==> src/rtl/irq_arb_pkg.sv <==
package irq_arb_pkg;
  localparam int unsigned SRC_W  = 3;
  localparam int unsigned ADDR_W = 16;

  typedef enum logic [SRC_W-1:0] {
    SRC_NONE = 3'd0,
    SRC_BUS  = 3'd1,
    SRC_NMI  = 3'd2,
    SRC_INT0 = 3'd3,
    SRC_INT1 = 3'd4,
    SRC_INT2 = 3'd5
  } src_e;
endpackage

==> src/rtl/nmi_edge_latch.sv <==
module nmi_edge_latch (
  input  logic clk_i,
  input  logic rst_ni,
  input  logic nmi_ni,
  input  logic take_i,
  output logic pend_o
);
  logic nmi_q;
  logic fall;

  assign fall = nmi_q & ~nmi_ni;

  always_ff @(posedge clk_i or negedge rst_ni) begin
    if (!rst_ni) begin
      nmi_q  <= 1'b1;
      pend_o <= 1'b0;
    end else begin
      nmi_q  <= nmi_ni;
      // a fresh edge in the taking cycle stays pending
      pend_o <= fall | (pend_o & ~take_i);
    end
  end
endmodule

==> src/rtl/ie_flag.sv <==
module ie_flag (
  input  logic clk_i,
  input  logic rst_ni,
  input  logic ei_i,
  input  logic di_i,
  input  logic nmi_take_i,
  output logic ie_o
);
  always_ff @(posedge clk_i or negedge rst_ni) begin
    if (!rst_ni)         ie_o <= 1'b0;
    else if (nmi_take_i) ie_o <= 1'b0;
    else if (ei_i)       ie_o <= 1'b1;
    else if (di_i)       ie_o <= 1'b0;
  end
endmodule

==> src/rtl/prio_sel.sv <==
module prio_sel
  import irq_arb_pkg::*;
#(
  parameter int unsigned N_MINT = 3
) (
  input  logic              instr_end_i,
  input  logic              mcycle_end_i,
  input  logic              breq_i,
  input  logic              granted_i,
  input  logic              nmi_pend_i,
  input  logic              ie_i,
  input  logic [N_MINT-1:0] mint_i,
  output logic              bus_take_o,
  output logic              nmi_take_o,
  output logic              int_take_o,
  output logic [SRC_W-1:0]  code_o
);
  logic              window;
  logic [N_MINT-1:0] live;
  logic [N_MINT-1:0] gate;

  assign bus_take_o = ~granted_i & mcycle_end_i & breq_i;
  assign window     = instr_end_i & ~granted_i & ~breq_i;
  assign nmi_take_o = window & nmi_pend_i;

  // gate[k]: no higher-priority maskable line is live
  genvar k;
  generate
    for (k = 0; k < N_MINT; k++) begin : g_mint
      assign live[k] = mint_i[k] & ie_i;
      if (k == 0) begin : g_first
        assign gate[k] = 1'b1;
      end else begin : g_rest
        assign gate[k] = gate[k-1] & ~live[k-1];
      end
    end
  endgenerate

  always_comb begin
    code_o     = SRC_NONE;
    int_take_o = 1'b0;
    if (window && !nmi_pend_i) begin
      for (int i = 0; i < N_MINT; i++) begin
        if (live[i] && gate[i]) begin
          code_o     = SRC_W'(int'(SRC_INT0) + i);
          int_take_o = 1'b1;
        end
      end
    end else if (nmi_take_o) begin
      code_o = SRC_NMI;
    end
  end
endmodule

==> src/rtl/irq_bus_arbiter.sv <==
module irq_bus_arbiter
  import irq_arb_pkg::*;
#(
  parameter int unsigned       N_MINT   = 3,
  parameter logic [ADDR_W-1:0] RST_ADDR = 16'h0066
) (
  input  logic              clk_i,
  input  logic              rst_ni,
  input  logic              bus_req_ni,
  input  logic              nmi_ni,
  input  logic [N_MINT-1:0] int_ni,
  input  logic              instr_end_i,
  input  logic              mcycle_end_i,
  input  logic              ei_i,
  input  logic              di_i,
  output logic [SRC_W-1:0]  src_o,
  output logic              ack_stb_o,
  output logic              bus_ack_o,
  output logic              float_o,
  output logic              ack_m1_o,
  output logic              ack_iorq_o,
  output logic [ADDR_W-1:0] restart_addr_o,
  output logic              ie_o
);
  logic             nmi_pend;
  logic             bus_take;
  logic             nmi_take;
  logic             int_take;
  logic [SRC_W-1:0] code;
  logic             breq;
  logic             grant_d;

  assign breq = ~bus_req_ni;

  nmi_edge_latch u_nmi (
    .clk_i  (clk_i),
    .rst_ni (rst_ni),
    .nmi_ni (nmi_ni),
    .take_i (nmi_take),
    .pend_o (nmi_pend)
  );

  ie_flag u_ie (
    .clk_i      (clk_i),
    .rst_ni     (rst_ni),
    .ei_i       (ei_i),
    .di_i       (di_i),
    .nmi_take_i (nmi_take),
    .ie_o       (ie_o)
  );

  prio_sel #(.N_MINT(N_MINT)) u_sel (
    .instr_end_i  (instr_end_i),
    .mcycle_end_i (mcycle_end_i),
    .breq_i       (breq),
    .granted_i    (bus_ack_o),
    .nmi_pend_i   (nmi_pend),
    .ie_i         (ie_o),
    .mint_i       (~int_ni),
    .bus_take_o   (bus_take),
    .nmi_take_o   (nmi_take),
    .int_take_o   (int_take),
    .code_o       (code)
  );

  assign grant_d = bus_ack_o ? breq : bus_take;

  always_ff @(posedge clk_i or negedge rst_ni) begin
    if (!rst_ni) begin
      bus_ack_o      <= 1'b0;
      float_o        <= 1'b0;
      ack_stb_o      <= 1'b0;
      src_o          <= SRC_NONE;
      ack_m1_o       <= 1'b0;
      ack_iorq_o     <= 1'b0;
      restart_addr_o <= '0;
    end else begin
      bus_ack_o      <= grant_d;
      float_o        <= grant_d;
      ack_stb_o      <= nmi_take | int_take;
      src_o          <= grant_d ? SRC_BUS : code;
      ack_m1_o       <= int_take && code == SRC_INT0;
      ack_iorq_o     <= int_take && code == SRC_INT0;
      restart_addr_o <= nmi_take ? RST_ADDR : '0;
    end
  end
endmodule

==> config.mk <==
export PLATFORM = sky130hd
export DESIGN_NAME = irq_bus_arbiter
export DESIGN_NICKNAME = d
export VERILOG_FILES = /design/src/rtl/irq_arb_pkg.sv /design/src/rtl/nmi_edge_latch.sv /design/src/rtl/ie_flag.sv /design/src/rtl/prio_sel.sv /design/src/rtl/irq_bus_arbiter.sv
export SDC_FILE = /design/constraint.sdc
export NUM_CORES = 1
export LEC_CHECK = 0
export ABC_AREA = 1
export BUFFER_PORTS_ARGS = -buffer_cell sky130_fd_sc_hd__buf_2
export CORE_UTILIZATION = 39
export CTS_CLUSTER_SIZE = 10
export DETAILED_ROUTE_END_ITERATION = 8
export PLACE_DENSITY = 0.74
export SKIP_LAST_GASP = 1
export SLEW_MARGIN = 20
export SYNTH_ARGS = -nofsm -noshare
export SYNTH_HDL_FRONTEND = slang
export SYNTH_SLANG_ARGS = --single-unit
==> constraint.sdc <==
create_clock -name clk_i -period 1.35 [get_ports clk_i]
set_clock_uncertainty 0.1 [all_clocks]
set_input_delay 0.405 -clock clk_i [delete_from_list [all_inputs] [get_ports clk_i]]
set_output_delay 0.405 -clock clk_i [all_outputs]
set_load 0.02 [all_outputs]
# Word level (Yosys, flattened, before mapping)
# Cells that the tools add are included.
# W data, S select, Z words.
[word_totals] regBits=25 input_bits=11 out_inout_bits=25 elab_cells=50
[classes] eq_ne=1 mux=15 bitwise=20 reduce_logical=6
[ops] operator="$mux W3" count=4
[ops] operator="$and A1 B1 Y1" count=11
[ops] operator="$mux W1" count=8
[ops] operator="$mux W7" count=1
[ops] operator="$not A1 Y1" count=6
[ops] operator="$logic_and A1 B1 Y1" count=4
[ops] operator="$mux W2" count=2
[ops] operator="$eq A3 B2 Y1 const B" count=1
[ops] operator="$not A3 Y3" count=1
[ops] operator="$reduce_bool A3 Y1" count=1
[ops] operator="$or A1 B1 Y1" count=2
[ops] operator="$logic_not A1 Y1" count=1

# Depth between registers and ports, before layout
# Gate-level depths: netlist (run 1).
[depth] ltp_word=9 mapped_depth=5 ltp_nobuf=5

# Modules after synthesis
# A second synthesis (run 1) with hierarchy kept.
[hier_totals] hier_cells=76 area_unflattened_um2=591.8
[by_module_without_submodules] mod="irq_bus_arbiter" n_inst=1 cells_per_inst=41 area_per_inst_um2=376.6
[by_module_without_submodules] mod="prio_sel" n_inst=1 cells_per_inst=23 area_per_inst_um2=100.1
[by_module_without_submodules] mod="nmi_edge_latch" n_inst=1 cells_per_inst=7 area_per_inst_um2=70.1
[by_module_without_submodules] mod="ie_flag" n_inst=1 cells_per_inst=5 area_per_inst_um2=45.0

# Least setup slack after synthesis (run 1)
# OpenSTA, ideal clock, no wires.
[synth_timing] path_type="flip-flop to output port" from="register float_o" to="output port float_o" arrival_time_ns=0.699 required_time_ns=0.845 path_slack_ns=0.146 path_stages_with_launch=2 n_path_buf=1 cell_sequence="dfrtp_1 -> buf_4"
[synth_lines] element="start: declaration" line_no="irq_bus_arbiter.sv:19" source="output logic float_o,"
[synth_lines] element="start signal: assignment" line_no="irq_bus_arbiter.sv:79" source="float_o <= grant_d;"
# No word-level cell between the ends.

==> flow_summary.ini, run 1 <==
[pwr]
power_per_cell_area_mw_per_mm2 = 1160
vdd_ir_drop_max_uv = 606
p_leak_nw = 0.409

[yosys]
ys_ff_latch = 10
sequential_fraction_of_the_synthesis_area_pct = 47.7
synth_cell_types = 15
syn_area_um2 = 527
synthesized_instance_count = 60
synth-warning-count = 0
syn_avg_cell_area_um2 = 8.78

[worst_setup_path]
setup.reg_to_reg.worst_slack_ns = 0.09
critPathSlowestCell = sky130_fd_sc_hd__dfrtp_1
critical_path_data_required_time_ns = 0.85
critical_path.max_stage_delay_ns = 0.41
timing.rr.end = u_ie.ie_o
worstSetupPathDepth = 1
reg2reg_from = float_o
critical_path.startpoint_type = flop
critPathTopFamily = flip-flops
worstPathMaxFanout = 3
category_of_the_worst_setup_path_capture_point = primary output
path_buf_inv = 1
timing.setup.critical_path_class = reg2out
timing.critical_path.cells = buf_6
crit_arrival_ns = 0.82
ff2ff_path_depth = 6

[place]
dp_hpwl_um = 622
dp_slack_ns = 0.246
port-buffer-count = 23
routabilityCongestion = 0.784

[cts]
clkSlewWorstSetupHoldPaths_ns = 0.07
clock_latency_late_sink_ns = 0.26
clk_path_buf_depth = 2
clock_tree.root_cell = sky130_fd_sc_hd__clkbuf_4
clock_sinks = 10
clock_tree_from_tritoncts = yes
ctsHtreeMaxLevel = 1
cts_made_buffers = 3

[detailed_routing]
detail_route.wl_per_cell_um = 7.79
drc_violations = 0
detail_route.vias_per_cell = 4.07
via_count = 399
ant_nets = 0
dr.first_iter.drc_count = 5
finalWirelength_um = 763
detail_route.first_pass.iterations = 3

[job]
max-cap-violations = 0

[final_layout]
final_core_util_pct = 55.1
insertedDiodeCount = 0
area.growth.synth_to_final_pct = 24.0
final_layout_size_suffix_gt1_share_pct = 39.3
final_common_cell = sky130_fd_sc_hd__buf_2
finalNetCount = 96
mostFrequentLayoutCells = sky130_fd_sc_hd__buf_2, sky130_fd_sc_hd__conb_1, sky130_fd_sc_hd__inv_1, sky130_fd_sc_hd__dfrtp_1, sky130_fd_sc_hd__nand2_1

[global_routing]
grt_first_pass_wirelength_um = 1270
antenna_found_initial = 0
first_global_vias = 326
grt_start_max_net_pins = 11
gr-total-overflow = 0
gr-usage-all-layers_pct = 13.1

[floorplanning]
total_die_area_mm2 = 0.00150
die_wd_um = 38.8
io_pins = 36
dieHeight_um = 38.8
initial_core_util_pct = 44.4
rows = 12
coreArea_mm2 = 0.00119

[hold_path]
hold-path-endpoint = u_nmi.nmi_q
min_from = nmi_ni
hold_path.class = in2reg
holdPathStages = 1

[timing]
timing.final.setup_violations = 0
max_freq_mhz = 754
post-route-period-util_pct = 98.2
period_minus_slack_ns = 1.33
finalHoldViolCount = 0
rsz0062_at_grt = true
timing.final.max_slew_violations = 0
worst_setup_slack_after_layout_ns = 0.0239

[run_status]
run_status = finished clean
[worst max path at each step]
stage	start	end
after floorplan	float_o	float_o
after global placement	float_o	float_o
after detailed placement	float_o	float_o
after CTS	u_ie.ie_o	ie_o
after global routing	restart_addr_o[5]	restart_addr_o[2]
final	float_o	bus_ack_o
[layer usage]
metal	track usage (%)	routed length (um)	vias up
li1	-	-	202
met1	15.2	320	171
met2	20.0	370	24
met3	5.20	58	2
met4	7.76	13	0
met5	0	0	-
[cell usage after synthesis]
cell	number	area share, %
sky130_fd_sc_hd__a21oi_1	1	0.95
sky130_fd_sc_hd__nor2_2	2	2.4
sky130_fd_sc_hd__o21bai_1	2	2.8
sky130_fd_sc_hd__dfstp_2	1	5.0
sky130_fd_sc_hd__nor3_1	1	0.95
sky130_fd_sc_hd__nand3_1	2	1.9
sky130_fd_sc_hd__o22ai_1	1	1.2
sky130_fd_sc_hd__nor2_1	4	2.8
sky130_fd_sc_hd__dfrtp_1	9	43
sky130_fd_sc_hd__nand2_1	8	5.7
sky130_fd_sc_hd__buf_4	17	24
sky130_fd_sc_hd__nand2_2	1	1.2
sky130_fd_sc_hd__conb_1	1	0.71
sky130_fd_sc_hd__inv_1	9	6.4
sky130_fd_sc_hd__o21ai_0	1	0.95
[stage by stage]
stage                     hold slack, ns  cell area [um^2]  instances  TNS [ns]  power, W
final                              0.144               653         98         0  0.000755
after floorplan                  0.00941               568         71         0  0.000466
after CTS                          0.140               627         97         0  0.000751
after global routing               0.128               653         98    -0.186  0.000809
after detailed placement           0.172               573         91         0  0.000478
after global placement             0.168               573         91         0  0.000476
[state kept, by name, indices dropped and copies added (netlist names)]
name and flops:
ack_m1_o 1, ack_stb_o 1, float_o 1, restart_addr_o 1, src_o 3, u_ie.ie_o 1
u_nmi.nmi_q 1, u_nmi.pend_o 1
[area by class of cell]
cell class / count / area (um^2)
well taps: 14 / 17.5
flip-flops and latches: 10 / 251
repair buffers: 26 / 159
multi-input cells: 35 / 155
fillers: 103 / 533
clock buffers: 4 / 36.3
inverters: 9 / 33.8
[power by group]
group	internal, W	leakage (nW)	switching (W)
clock network	0.000164	0.0210	0.000101
registers	0.000319	0.126	0.0000113
logic	0.0000547	0.263	0.000105
[kinds of logic after synthesis]
kind of cell	count (synthesis)	synth area share, %
AND/OR/NAND/NOR	18	15.0
AO/OA/AOI/OAI	5	5.94
buffers and inverters	26	30.6
other	1	0.712
flip-flops	10	47.7
[repair_timing]
action                                  CTS  global route
endpoints found under the setup margin    2             7
hold buffers                              1             0
hold endpoints to repair                  9             0
gates cloned                              0             0
setup buffers                             1             1
resized for setup                         0             6
Power figures use the tool's default switching activity.
==> run 2: changes to the inputs <==
Settings changed: ABC_AREA 1 to default, CORE_UTILIZATION 39 to 38, PLACE_DENSITY 0.74 to 0.73.
==> flow_summary.ini, run 2 <==
[yosys]
synth_edf_count = 0
synth.largest_area_cell = sky130_fd_sc_hd__dfrtp_1
synth_top_cells_by_count = sky130_fd_sc_hd__buf_4, sky130_fd_sc_hd__dfrtp_1, sky130_fd_sc_hd__nor2_1, sky130_fd_sc_hd__inv_1, sky130_fd_sc_hd__a21oi_1
synth-warning-count = 0
syn_avg_cell_area_um2 = 9.94
syn_area_um2 = 517
synthesized_instance_count = 52
synth_largest_type_area_fraction_pct = 43.6
yosys.cell_count.top_type = sky130_fd_sc_hd__buf_4
netlist_top_cells_area = sky130_fd_sc_hd__dfrtp_1, sky130_fd_sc_hd__buf_4, sky130_fd_sc_hd__dfstp_2, sky130_fd_sc_hd__nor2_1, sky130_fd_sc_hd__nand3b_4
synth_cell_types = 15
yosys_most_used_dff = sky130_fd_sc_hd__dfrtp_1
ys_ff_latch = 10
fraction_of_registers_with_async_set_or_reset_after_synthesis_pct = 100
sequential_fraction_of_the_synthesis_area_pct = 48.7

[floorplanning]
total_die_area_mm2 = 0.00151
dieHeight_um = 38.9
io_pins = 36
rows = 12
initial_core_util_pct = 43.6
die_wd_um = 38.9
coreArea_mm2 = 0.00119

[worst_setup_path]
worstPathMaxFanout = 4
timing.setup.critical_path_class = reg2out
critical_path.startpoint_type = flop
category_of_the_worst_setup_path_capture_point = primary output
critical_path.max_stage_delay_ns = 0.40
critPathTopFamily = flip-flops
crit_arrival_ns = 0.83
critical_path_data_required_time_ns = 0.85
timing.critical_path.cells = buf_2
critPathSlowestCell = sky130_fd_sc_hd__dfrtp_1
setup.reg_to_reg.worst_slack_ns = 0.17
ff2ff_path_depth = 3
reg2reg_from = float_o
path_buf_inv = 1
timing.rr.end = src_o[2]

[timing]
post-route-period-util_pct = 99.0
max_freq_mhz = 748
finalHoldViolCount = 0
timing.final.max_slew_violations = 0
period_minus_slack_ns = 1.34
worst_setup_slack_after_layout_ns = 0.0132
holdWs_ns = 0.147
rsz0062_at_grt = true
timing.final.setup_violations = 0

[place]
routabilityCongestion = 0.792
place_area_um2 = 563
dp_hpwl_um = 571
dp_slack_ns = 0.145
port-buffer-count = 23

[run_status]
run_status = finished clean

[detailed_routing]
via_count = 368
met3_wirelength_um = 64
ant_nets = 0
met2_wirelength_um = 341
dr.first_iter.drc_count = 3
detail_route.wl_per_cell_um = 7.90
detail_route.first_pass.iterations = 4
detailed_routing_wirelength_on_met1_um = 291
detail_route.vias_per_cell = 4.13
finalWirelength_um = 703
drc_violations = 0
highest-signal-layer = met4

[cts]
clock_tree_from_tritoncts = yes
clock_sinks = 10
ctsHtreeMaxLevel = 1
clkSlewWorstSetupHoldPaths_ns = 0.06
clk_path_buf_depth = 2
clock_latency_late_sink_ns = 0.26
cts_made_buffers = 3
clock_tree.root_cell = sky130_fd_sc_hd__clkbuf_4

[global_routing]
first_global_vias = 292
gr-usage-all-layers_pct = 11.5
grt_first_pass_wirelength_um = 1120
grt_start_max_net_pins = 11
antenna_found_initial = 0
gr-total-overflow = 0

[hold_path]
holdPathStages = 1
hold_path.class = in2reg
hold-path-endpoint = u_nmi.nmi_q
min_from = nmi_ni

[final_layout]
final_common_cell = sky130_fd_sc_hd__buf_2
largest_register = src_o
final_layout_size_suffix_gt1_share_pct = 44.0
insertedDiodeCount = 0
area.growth.synth_to_final_pct = 20.6
number_of_flip_flops_in_the_largest_register = 3
mostFrequentLayoutCells = sky130_fd_sc_hd__buf_2, sky130_fd_sc_hd__conb_1, sky130_fd_sc_hd__dfrtp_1, sky130_fd_sc_hd__nor2_1, sky130_fd_sc_hd__inv_1
post_layout_instance_area_um2 = 623
finalNetCount = 87
filler_cell_count = 115

[pwr]
p_leak_nw = 0.389
power_per_cell_area_mw_per_mm2 = 1180
vdd_ir_drop_max_uv = 996
finalPower_w = 0.000733

[job]
max-cap-violations = 0
## run 2: cell count changes in the layout (fill, tap and decap cells not counted), moves of 2 or more
cell / delta
sky130_fd_sc_hd__inv_1: -4
sky130_fd_sc_hd__nand2_1: -6
sky130_fd_sc_hd__nor2_2: -2
sky130_fd_sc_hd__buf_6: -2
sky130_fd_sc_hd__buf_2: +2
sky130_fd_sc_hd__o21bai_1: -2
sky130_fd_sc_hd__nor2_1: +2
sky130_fd_sc_hd__a21oi_1: +2
## run 2: worst max path at each step
stage	startpoint	slack, ns	end	cells after the start
2_1_floorplan	float_o	0.16	src_o[2]	3
3_3_place_gp	bus_req_ni	0.18	src_o[2]	4
3_5_place_dp	bus_req_ni	0.15	src_o[2]	4
4_1_cts	float_o	0.0005	float_o	1
5_1_grt	float_o	-0.03	float_o	1
6_report	float_o	0.01	float_o	1
## run 2: layout make-up
type | instances | area [um^2] | area share [%]
clock buffer | 4 | 36.3 | 5.82
multi-input combinational | 31 | 160 | 25.7
sequential | 10 | 251 | 40.4
inverter | 5 | 18.8 | 3.01
tap | 14 | 17.5 | 2.81
timing repair buffer | 25 | 139 | 22.3
## run 2: repair_timing
action / 4_1_cts / 5_1_grt
pin swaps: 0 / 0
hold buffers: 1 / 0
buffers inserted: 1 / 0
setup endpoints to repair: 1 / 6
hold endpoints to repair: 9 / 0
resized for setup: 0 / 2
## run 2: per-layer routing
metal | global-route usage (%) | up-vias
li1 | - | 178
met1 | 11.9 | 162
met2 | 19.6 | 26
met3 | 6.94 | 2
met4 | 2.59 | 0
met5 | 0 | -
## run 2: cells by family after synthesis
kind of cell,Yosys count,synth area share [%]
simple gates,13,15.7
compound gates,6,6.54
other cells,1,0.726
buf+inv,22,28.3
flops,10,48.7
## run 2: report_power, final
part           total [W]  internal, W  switching [W]  leakage (nW)
logic           0.000142    0.0000480      0.0000943         0.243
clock network   0.000260     0.000164      0.0000961        0.0210
registers       0.000331     0.000319      0.0000120         0.126
## run 2: stage by stage
stage / util [%] / instances / TNS [ns]
5_1_grt: 52.5 / 89 / -0.125
6_report: 52.5 / 89 / 0
2_1_floorplan: - / 63 / 0
3_5_place_dp: 47.5 / 83 / 0
4_1_cts: 52.0 / 89 / 0
3_3_place_gp: 47.5 / 83 / 0
